### src/rtl/cfg_wport.sv
module cfg_wport #(
  parameter int NREGS  = 32,
  parameter int REG_W  = 8,
  parameter int ADDR_W = 8
) (
  input  logic                     clk,
  input  logic                     rst,
  input  logic                     anc_sel,
  input  logic                     rd_wr,
  input  logic [((ADDR_W > REG_W) ? ADDR_W : REG_W)+1:0] bus,
  output logic [NREGS*REG_W-1:0]   regs_o,
  output logic                     tag_err
);
  localparam int PAY_W = (ADDR_W > REG_W) ? ADDR_W : REG_W;
  localparam logic [1:0] TAG_ADDR = 2'b00;
  localparam logic [1:0] TAG_DATA = 2'b11;
  localparam logic [ADDR_W:0] LIMIT = (ADDR_W+1)'(NREGS);

  logic              phase_q;
  logic [ADDR_W-1:0] addr_q;
  logic [1:0]        tag;
  logic              active, take_addr, take_data, bad_tag, in_range;

  assign tag       = bus[PAY_W+1:PAY_W];
  assign active    = !anc_sel && !rd_wr;
  assign take_addr = active && !phase_q && (tag == TAG_ADDR);
  assign take_data = active &&  phase_q && (tag == TAG_DATA);
  assign bad_tag   = active && !take_addr && !take_data;
  assign in_range  = {1'b0, addr_q} < LIMIT;

  always_ff @(posedge clk) begin
    if (rst) begin
      phase_q <= 1'b0;
      addr_q  <= '0;
      tag_err <= 1'b0;
    end else begin
      tag_err <= bad_tag;
      if (take_addr) begin
        addr_q  <= bus[ADDR_W-1:0];
        phase_q <= 1'b1;
      end else begin
        phase_q <= 1'b0;
      end
    end
  end

  for (genvar i = 0; i < NREGS; i++) begin : g_reg
    logic [REG_W-1:0] q;
    always_ff @(posedge clk) begin
      if (rst)
        q <= '0;
      else if (take_data && in_range && addr_q == ADDR_W'(i))
        q <= bus[REG_W-1:0];
    end
    assign regs_o[i*REG_W +: REG_W] = q;
  end
endmodule


### config.mk
export PLATFORM = sky130hd
export DESIGN_NAME = cfg_wport
export DESIGN_NICKNAME = d
export VERILOG_FILES = /design/src/rtl/cfg_wport.sv
export SDC_FILE = /design/constraint.sdc
export NUM_CORES = 1
export LEC_CHECK = 0
export BUFFER_PORTS_ARGS = -buffer_cell sky130_fd_sc_hd__clkbuf_2
export CORE_ASPECT_RATIO = 0.75
export CORE_UTILIZATION = 35
export CTS_CLUSTER_DIAMETER = 30
export DETAILED_ROUTE_END_ITERATION = 8
export PLACE_DENSITY = 0.65
export SYNTH_ARGS = -nofsm -noshare
export SYNTH_HDL_FRONTEND = slang
export SYNTH_SLANG_ARGS = --single-unit
export TNS_END_PERCENT = 1
### constraint.sdc
create_clock -name clk -period 2.14 [get_ports clk]
set_input_delay 0.214 -clock clk [delete_from_list [all_inputs] [get_ports clk]]
set_output_delay 0.214 -clock clk [all_outputs]
set_load 0.02 [all_outputs]
==> run metrics <==
outcome completed; share of cells above drive strength 1 0.345; RR Startpoint addr_q[3]; CP Cell Sequence nor4bb_1 -> nand4_2 -> mux2i_1; Clk Latency, worst-skew pair 550 ps; Critical R2R Capture g_reg[26].q[4]; share of the synthesized area in the top cell type 0.488; final-stage net count 1,242; final setup TNS 0 ps; core area 30,400 um2; Post-DRT Antenna Nets 0; Initial Utilization 0.359; via count 7,887; Synth cell types 26; placed cell areas 12,800 um2; Root Driver clkbuf_16; Worst EP arrival 2320 ps; Max IR drop VDD 0.471 mV; Area contributors post-synth dfxtp_1, mux2i_1, nand2b_1; DIE AREA 31,900 um2; drt total wl 31,500 um; Mapped Nets 961; gr usage total 0.194; footprint of the multi-input gates 5290 um2; top layer in use met4; most frequent cells in the layout clkbuf_2, dfxtp_1, nand2b_1, mux2i_1, clkbuf_16; die extent in x 206 um; vias in the first global route 7,927; buffer levels on the longest clock path 3; post-synthesis instance total 947; relative slew slack 0.604; Worst-Margin Slew 595 ps; final worst slack 201 ps; Yosys reg bits 266; Max-Cap Viols 0; Detailed Routing Iterations Pass 1 4; largest net degree at the start of global routing 91; first-pass GRT wire length 47,600 um; initial DRC count 377; Hold Path End addr_q[5]; kind of critical path register to register; Clock Sinks 266; final cell count without fillers 1,668; met3 routed WL 2210 um; yosys synthesis warning count 0; Tmin final 1940 ps; total grt overflow 0; vias per cell 4.73; CTS buffer count 49; Post-Syn Area 10,900 um2; CP Launch Type register; Clock transition at path regs 50 ps; period utilization 0.906; final hold violation count 0; area added between synthesis and finish 33.9%; R2R cell count 3; GPL Wtd Cong 0.760; dominant cell type by area after synthesis dfxtp_1; H-Tree Depth 2; DRT met1 WL 15,100 um; initial antenna violation count 1; fill count 2,818; unrepaired setup endpoints after global routing no; Slew Limit Fails 0; most common cell after layout, fill and taps aside clkbuf_2; Hold Path Cell Cnt 2; HP Start rst; cell area power density 909 nW/um2; Max Clock Skew 23.4 ps; # DRC 0; Max stage delay on crit path 650 ps; metal2 WL 13,700 um; # setup viols final 0; final hold slack 49.8 ps; IO Pins 271; number of port buffers 270; HP Class input pin to register; Slowest-stage cell, CP dfxtp_1; max frequency 516 MHz; final instance area 14,600 um2; Avg Cell Area, Syn 11.5 um2; reg2reg setup slack 200 ps; CP required 2520 ps; pre-CTS setup slack 233 ps; height of the chip 155 um; CTS tree yes; crit end category register; Placed Cells 1,568; drt wl/cell 18.9 um; Leakage 0.00767 uW; CP max FO 17; dpl hpwl 21,100 um; row count 55; sequential fraction of the synthesis area 0.488; Register Area 5330 um2
==> critical path: cells and delay by family (launching register included) <==
kind          cells  cell delay (ps)
mux               1              210
simple gates      2              910
flops             1              650
==> logic make-up (layout without fill, tap and decap cells) <==
| group | Yosys count | in the layout | share of synthesized area |
|---|---|---|---|
| AOI/OAI and AO/OA | 18 | 18 | 0.00825 |
| DFF | 266 | 266 | 0.488 |
| other | 0 | 1 | 0 |
| buffers and inverters | 76 | 397 | 0.0303 |
| muxes | 256 | 256 | 0.235 |
| and+or+nand+nor | 331 | 331 | 0.239 |
==> per-layer routing <==
metal,vias to the layer above,track usage
li1,3821,-
met1,3825,0.266
met2,205,0.294
met3,36,0.0595
met4,0,0.0511
met5,-,0
==> what timing repair did <==
action,CTS,global route
setup buffers,0,0
gates resized for setup,0,1
hold buffers,8,0
endpoints found under the hold margin,8,0
setup endpoints to repair,0,2
==> report_power, final <==
part	internal (uW)	switching [uW]
clock network	5280	2610
registers	4970	11.2
logic	171	255
total	10400	2880
==> worst max-delay path by stage <==
stage / from / to / slack (ps) / cells after the start
finish: addr_q[3] / g_reg[26].q[4] / 200 / 3
global route: addr_q[3] / g_reg[26].q[0] / 40 / 3
CTS: addr_q[3] / g_reg[24].q[4] / 170 / 3
detailed placement: addr_q[3] / g_reg[24].q[0] / 230 / 3
global placement: addr_q[4] / g_reg[23].q[4] / 310 / 4
floorplan: addr_q[4] / g_reg[20].q[7] / 470 / 5
==> Yosys cell counts <==
library cell,n
dfxtp_1,266
nand2b_1,264
mux2i_1,256
clkbuf_1,61
nand4_4,22
a21oi_1,9
o21ai_0,9
buf_2,8
nand3b_1,8
nand4_2,7
and4bb_2,6
and4b_1,5
and4_1,3
buf_4,3
buf_6,3
nand4b_1,3
nor4b_2,3
nor3_1,2
nor4_4,2
clkbuf_2,1
nor4_1,1
nor4_2,1
nor4b_1,1
nor4b_4,1
nor4bb_1,1
or4_1,1
==> area by class of cell <==
type / instances / share of cell area
sequential: 266 / 0.364
multi-input combinational: 605 / 0.362
timing repair buffer: 306 / 0.121
clock buffer: 64 / 0.0968
tap: 399 / 0.0341
clock inverter: 27 / 0.0214
antenna: 1 / 0.000171
==> state kept, by name, summed over array words and instances, names as in the netlist <==
register and count:
g.q 256, addr_q 8, phase_q 1, tag_err 1
==> metrics by stage <==
stage	total power (uW)	utilization
floorplan	5330	-
global placement	5500	0.421
detailed placement	5500	0.421
CTS	13500	0.480
global route	13700	0.481
finish	13300	0.481
No activity file was read; power rests on OpenSTA's default activity.
